**src/rtl/boot_seq_pkg.sv**
```systemverilog
package boot_seq_pkg;
  typedef enum logic [1:0] {
    ST_RST  = 2'd0,
    ST_HOLD = 2'd1,
    ST_BOOT = 2'd2,
    ST_RUN  = 2'd3
  } seq_state_e;
endpackage

```
**src/rtl/settle_counter.sv**
```systemverilog
module settle_counter #(
  parameter int SETTLE_CYCLES = 2000
) (
  input  logic clk_i,
  input  logic rst_ni,
  input  logic arm_i,
  output logic busy_o,
  output logic done_o
);
  localparam int CNT_W = $clog2(SETTLE_CYCLES + 1);
  localparam logic [CNT_W-1:0] LIMIT = CNT_W'(SETTLE_CYCLES);

  logic [CNT_W-1:0] cnt_q;

  always_ff @(posedge clk_i or negedge rst_ni) begin
    if (!rst_ni)             cnt_q <= '0;
    else if (arm_i)          cnt_q <= '0;
    else if (cnt_q != LIMIT) cnt_q <= cnt_q + 1'b1;
  end

  assign busy_o = (cnt_q != LIMIT);
  assign done_o = (cnt_q == LIMIT);

  a_r2_done_sticky: assert property (@(posedge clk_i) disable iff (!rst_ni)
    (done_o && !arm_i) |=> done_o);
  a_r10_arm_restarts: assert property (@(posedge clk_i) disable iff (!rst_ni)
    arm_i |=> busy_o);
endmodule

```
**src/rtl/pulse_filter.sv**
```systemverilog
module pulse_filter #(
  parameter int MIN_RST_PULSE = 4
) (
  input  logic clk_i,
  input  logic rst_ni,
  input  logic en_i,
  input  logic pin_ni,
  output logic fire_o
);
  localparam int CNT_W = $clog2(MIN_RST_PULSE + 1);
  localparam logic [CNT_W-1:0] LAST = CNT_W'(MIN_RST_PULSE - 1);

  logic [CNT_W-1:0] run_q;

  always_ff @(posedge clk_i or negedge rst_ni) begin
    if (!rst_ni)             run_q <= '0;
    else if (!en_i || pin_ni) run_q <= '0;
    else if (run_q != LAST)  run_q <= run_q + 1'b1;
  end

  // fires on the MIN_RST_PULSE-th consecutive low sample
  assign fire_o = en_i && !pin_ni && (run_q == LAST);

  a_r4_fire_needs_low: assert property (@(posedge clk_i) disable iff (!rst_ni)
    fire_o |-> !pin_ni);
endmodule

```
**src/rtl/boot_seq_ctrl.sv**
```systemverilog
module boot_seq_ctrl
  import boot_seq_pkg::*;
#(
  parameter int SETTLE_CYCLES = 2000,
  parameter int MIN_RST_PULSE = 4,
  parameter int ADDR_W        = 14,
  parameter int START_ADDR    = 0
) (
  input  logic              clk_i,
  input  logic              rst_ni,
  input  logic              rst_pin_ni,
  input  logic              por_i,
  input  logic              boot_en_i,
  input  logic              bus_req_i,
  input  logic              boot_done_i,
  output logic              core_rst_o,
  output logic              settle_busy_o,
  output logic              settle_done_o,
  output logic              stack_clr_o,
  output logic              mstat_clr_o,
  output logic              irq_mask_o,
  output logic              boot_start_o,
  output logic              fetch_en_o,
  output logic [ADDR_W-1:0] fetch_addr_o
);
  localparam logic [ADDR_W-1:0] START_VEC = ADDR_W'(START_ADDR);

  seq_state_e state_q, state_d;
  logic cold_q, cold_d;
  logic clr_q, boot_start_q;
  logic arm, warm_fire, cold_req, settle_done;

  assign cold_req = !rst_pin_ni && por_i;

  settle_counter #(.SETTLE_CYCLES(SETTLE_CYCLES)) u_settle (
    .clk_i  (clk_i),
    .rst_ni (rst_ni),
    .arm_i  (arm),
    .busy_o (settle_busy_o),
    .done_o (settle_done)
  );

  pulse_filter #(.MIN_RST_PULSE(MIN_RST_PULSE)) u_filter (
    .clk_i  (clk_i),
    .rst_ni (rst_ni),
    .en_i   (state_q != ST_RST),
    .pin_ni (rst_pin_ni),
    .fire_o (warm_fire)
  );

  always_comb begin
    state_d = state_q;
    cold_d  = cold_q;
    arm     = 1'b0;
    if (state_q == ST_RST) begin
      if (cold_req && !cold_q) begin
        // warm reset upgraded to cold: start settling now
        arm    = 1'b1;
        cold_d = 1'b1;
      end else if (rst_pin_ni && (!cold_q || settle_done)) begin
        if (bus_req_i)      state_d = ST_HOLD;
        else if (boot_en_i) state_d = ST_BOOT;
        else                state_d = ST_RUN;
      end
    end else if (cold_req) begin
      state_d = ST_RST;
      arm     = 1'b1;
      cold_d  = 1'b1;
    end else if (warm_fire) begin
      state_d = ST_RST;
      cold_d  = 1'b0;
    end else begin
      unique case (state_q)
        ST_HOLD: if (!bus_req_i) state_d = boot_en_i ? ST_BOOT : ST_RUN;
        ST_BOOT: if (boot_done_i) state_d = ST_RUN;
        default: ;
      endcase
    end
  end

  always_ff @(posedge clk_i or negedge rst_ni) begin
    if (!rst_ni) begin
      state_q      <= ST_RST;
      cold_q       <= 1'b1;
      clr_q        <= 1'b1;
      boot_start_q <= 1'b0;
    end else begin
      state_q      <= state_d;
      cold_q       <= cold_d;
      clr_q        <= (state_q != ST_RST) && (state_d == ST_RST);
      boot_start_q <= (state_q != ST_BOOT) && (state_d == ST_BOOT);
    end
  end

  assign core_rst_o    = (state_q == ST_RST);
  assign settle_done_o = settle_done;
  assign stack_clr_o   = clr_q;
  assign mstat_clr_o   = clr_q;
  assign irq_mask_o    = (state_q != ST_RUN);
  assign boot_start_o  = boot_start_q;
  assign fetch_en_o    = (state_q == ST_RUN);
  assign fetch_addr_o  = START_VEC;

  a_r2_busy_holds_core: assert property (@(posedge clk_i) disable iff (!rst_ni)
    settle_busy_o |-> core_rst_o);
  a_r5_clear_on_entry: assert property (@(posedge clk_i) disable iff (!rst_ni)
    $rose(core_rst_o) |-> (stack_clr_o && mstat_clr_o));
  a_r5_clear_single: assert property (@(posedge clk_i) disable iff (!rst_ni)
    stack_clr_o |=> !stack_clr_o);
  a_r6_mask_until_fetch: assert property (@(posedge clk_i) disable iff (!rst_ni)
    !fetch_en_o |-> irq_mask_o);
  a_r7_bus_hold: assert property (@(posedge clk_i) disable iff (!rst_ni)
    ($fell(core_rst_o) && $past(bus_req_i)) |-> (!fetch_en_o && !boot_start_o));
  a_r8_boot_pulse: assert property (@(posedge clk_i) disable iff (!rst_ni)
    boot_start_o |=> !boot_start_o);
  a_r8_fetch_after_boot: assert property (@(posedge clk_i) disable iff (!rst_ni)
    (state_q == ST_BOOT && !boot_done_i) |=> !fetch_en_o);
  a_r9_fetch_addr: assert property (@(posedge clk_i) disable iff (!rst_ni)
    fetch_en_o |-> (fetch_addr_o == START_VEC));
endmodule

```
**config.mk**
```make
export PLATFORM = sky130hd
export DESIGN_NAME = boot_seq_ctrl
export DESIGN_NICKNAME = d
export VERILOG_FILES = /design/src/rtl/boot_seq_pkg.sv /design/src/rtl/settle_counter.sv /design/src/rtl/pulse_filter.sv /design/src/rtl/boot_seq_ctrl.sv
export SDC_FILE = /design/constraint.sdc
export NUM_CORES = 1
export LEC_CHECK = 0
export BUFFER_PORTS_ARGS = -buffer_cell sky130_fd_sc_hd__buf_2
export CORE_AREA = 3 3 53 55
export CTS_CLUSTER_DIAMETER = 50
export CTS_CLUSTER_SIZE = 12
export DETAILED_ROUTE_END_ITERATION = 16
export DIE_AREA = 0 0 56 58
export PLACE_DENSITY = 0.76
export SKIP_LAST_GASP = 1
export SYNTH_ARGS = -nofsm -noshare
export SYNTH_HDL_FRONTEND = slang
export SYNTH_SLANG_ARGS = --single-unit
```
**constraint.sdc**
```tcl
create_clock -name clk_i -period 1.85 [get_ports clk_i]
set_input_delay 0.0925 -clock clk_i [delete_from_list [all_inputs] [get_ports clk_i]]
set_output_delay 0.0925 -clock clk_i [all_outputs]
set_load 0.01 [all_outputs]
```
==> flow_summary.yaml <==
sta:
  min_period_ns: 1.71
  finalHoldViolCount: 0
  hold_ws_ns: 0.0428
  max_freq_mhz: 585
  rsz0062_at_grt: "yes"
  drv_slew: 0
  clock_skew_ns: 0.00869
  fin_crit_sh_pct: 92.5
  setup_viol: 0
synth:
  synth.largest_area_cell: "dfrtp_1"
  synth_top_area_share_pct: 34.5
  netlist_area_um2: 1230
  synth_seq_cells: 19
  synth_area_per_cell_um2: 9.14
  yosysSeqAreaShare_pct: 38.7
  netlist_instances: 135
  ys_types: 36
  synth_top_cells_by_area: "dfrtp_1 (34%), buf_4 (9.1%), ha_1 (8.1%)"
  yosys_warnings: 0
placement:
  port_buffers: 14
  hpwl_um: 1700
  gp_congestion: 0.895
pwr:
  p_seq_share_pct: 42.4
  peakVddDrop_v: 0.000824
  p_switching_w: 0.000662
  total_power_w: 0.00163
  p_comb_share_pct: 45.0
  pwr-share-clk_pct: 12.6
  power.leakage_nw: 0.667
  p_per_area_nw_per_um2: 1220
  p_int_w: 0.000969
  p_sw_share_pct: 40.6
drt:
  postRouteAntennaNets: 0
  drc_errors: 0
  wirelength_um: 2150
  routed_via_density: 4.95
  firstDrtPassIters: 3
  drtIter0Drc: 28
  via_count: 896
  wl_per_cell_um: 11.9
setup_path:
  crit_fanout: 4
  end_kind: "output port"
  reg2reg_depth: 6
  required_ns: 1.76
  cp.arrival_ns: 1.62
  start_kind: "flop"
  r2r_end: "boot_start_o"
  crit_type: "flop to output port"
  rr_startpoint: "state_q[0]"
  r2r_slack_ns: 0.14
min_path:
  hold_class: "input pin to flop"
  min_to: "cold_q"
  hold_depth: 3
  hp-start: "por_i"
clocking:
  cts.sink_count: 19
  clk_pin_slew_ns: 0.11
  numCtsBuffers: 3
  h-tree-depth: 1
  cts-root-buf: "clkbuf_4"
  clk_path_buf_depth: 2
  clk_latency_ns: 0.29
  cts_tree: "done"
global_route:
  grt_pass1_vias: 914
  grt_overflow: 0
  grt_max_degree: 20
  grt_use_total_pct: 14.8
  grt_pass1_wl_um: 3860
  antenna_found_initial: 0
final_layout:
  final_common_cell: "dfrtp_1"
  antenna_cells: 0
  most-common-layout-cells: "dfrtp_1 (15), conb_1 (14), buf_2 (14)"
  area_delta_synth_final_pct: 8.01
  drive_above_1_share_pct: 17.9
  final_nets: 167
floorplan:
  num_rows: 18
  die_h_um: 58
  coreArea_um2: 2430
  die_area_um2: 3250
  die_width_um: 56
  start_util_pct: 50.7
  io_pins: 29
job:
  maxCapViolCount: 0
status:
  outcome: "completed"
flip-flops by register name, summed over array words and instances (netlist names):
name and count:
boot_start_o 1, state_q 2, mstat_clr_o 1, u_settle.cnt_q 11, u_filter.run_q 3, cold_q 1
layout make-up:
class	instances	area (µm²)
repair buffers	17	95.1
inverters	9	33.8
well taps	30	37.5
multi-input cells	102	659
flip-flops and latches	19	480
fillers	241	1100
clock buffers	4	26.3
Yosys cell counts:
| master | count |
|---|---|
| nand2b_1 | 5 |
| a21o_1 | 2 |
| and3_1 | 1 |
| conb_1 | 1 |
| o21bai_1 | 1 |
| inv_2 | 1 |
| o221ai_1 | 1 |
| xnor2_1 | 3 |
| buf_4 | 15 |
| ha_1 | 8 |
| mux2i_1 | 3 |
| a21oi_1 | 7 |
| dfstp_2 | 2 |
| nand3_1 | 3 |
| nand4_1 | 2 |
| o21ai_0 | 1 |
| nor4_1 | 1 |
| and4_1 | 2 |
| xor2_1 | 6 |
| and2_1 | 1 |
| nand2_1 | 12 |
| clkbuf_1 | 2 |
| o211ai_1 | 2 |
| o2bb2ai_1 | 1 |
| nor4bb_1 | 1 |
| inv_1 | 8 |
| nor2_1 | 12 |
| or3_1 | 1 |
| dfrtp_1 | 17 |
| nor3_1 | 6 |
| nand3b_1 | 1 |
| buf_2 | 1 |
| or2_1 | 1 |
| nor2b_1 | 2 |
| a41oi_2 | 1 |
| nor4b_2 | 1 |
worst max-delay path, stage by stage (launching register included):
cell	delay, ns
dfrtp_1	0.43
inv_1	0.10
ha_1	0.15
nor4b_4	0.25
nand3_2	0.16
inv_2	0.10
buf_2	0.13
logic make-up after synthesis:
kind of cell               share of synthesized area [%]
and+or+nand+nor                                     22.1
xor gates and xnor gates                            6.39
adders and majority gates                           8.11
AOI/OAI and AO/OA                                   9.03
DFF                                                 38.7
muxes                                               2.43
buffers and inverters                               12.9
other                                              0.304
stage by stage:
step	setup TNS (ns)	instances	setup WS, ns	util, %	instance area, µm²
floorplan	0	148	0.279	-	1280
global placement	0	176	0.148	52.6	1280
detailed placement	0	176	0.0762	52.6	1280
CTS	0	181	0.0282	54.1	1320
global route	-0.0489	181	-0.0489	54.8	1330
finish	0	181	0.140	54.8	1330
power groups by stage:
| stage | clock, W | combinational, W | sequential [W] |
|---|---|---|---|
| after global placement | 0 | 0.000699 | 0.000675 |
| after detailed placement | 0 | 0.000721 | 0.000686 |
| final | 0.000206 | 0.000734 | 0.000691 |
| after floorplan | 0 | 0.000573 | 0.000661 |
| after CTS | 0.000213 | 0.000726 | 0.000678 |
| after global routing | 0.000236 | 0.000842 | 0.000713 |
layer usage:
layer	vias to the layer above	track usage, %	share of wire (%)
met5	-	0	0
met4	0	6.10	1.3
met3	4	2.23	3.8
met2	17	27.5	52
met1	422	16.9	42
li1	453	-	-
worst max-delay path by stage:
stage / startpoint / endpoint / slack (ns) / cells after the start
after floorplan: state_q[0] / u_settle.cnt_q[0] / 0.28 / 6
after global placement: state_q[1] / boot_start_o / 0.15 / 6
after detailed placement: state_q[0] / boot_start_o / 0.08 / 6
after CTS: u_settle.cnt_q[0] / settle_done_o / 0.03 / 6
after global routing: state_q[1] / boot_start_o / -0.05 / 6
final: u_settle.cnt_q[0] / settle_done_o / 0.14 / 6
what timing repair did:
item                       in CTS  in global routing
resized for setup               0                  4
setup buffers                   0                  0
hold buffers                    1                  0
setup endpoints to repair       0                  3
hold endpoints to repair       17                  0
(Power assumes the default switching activity.)
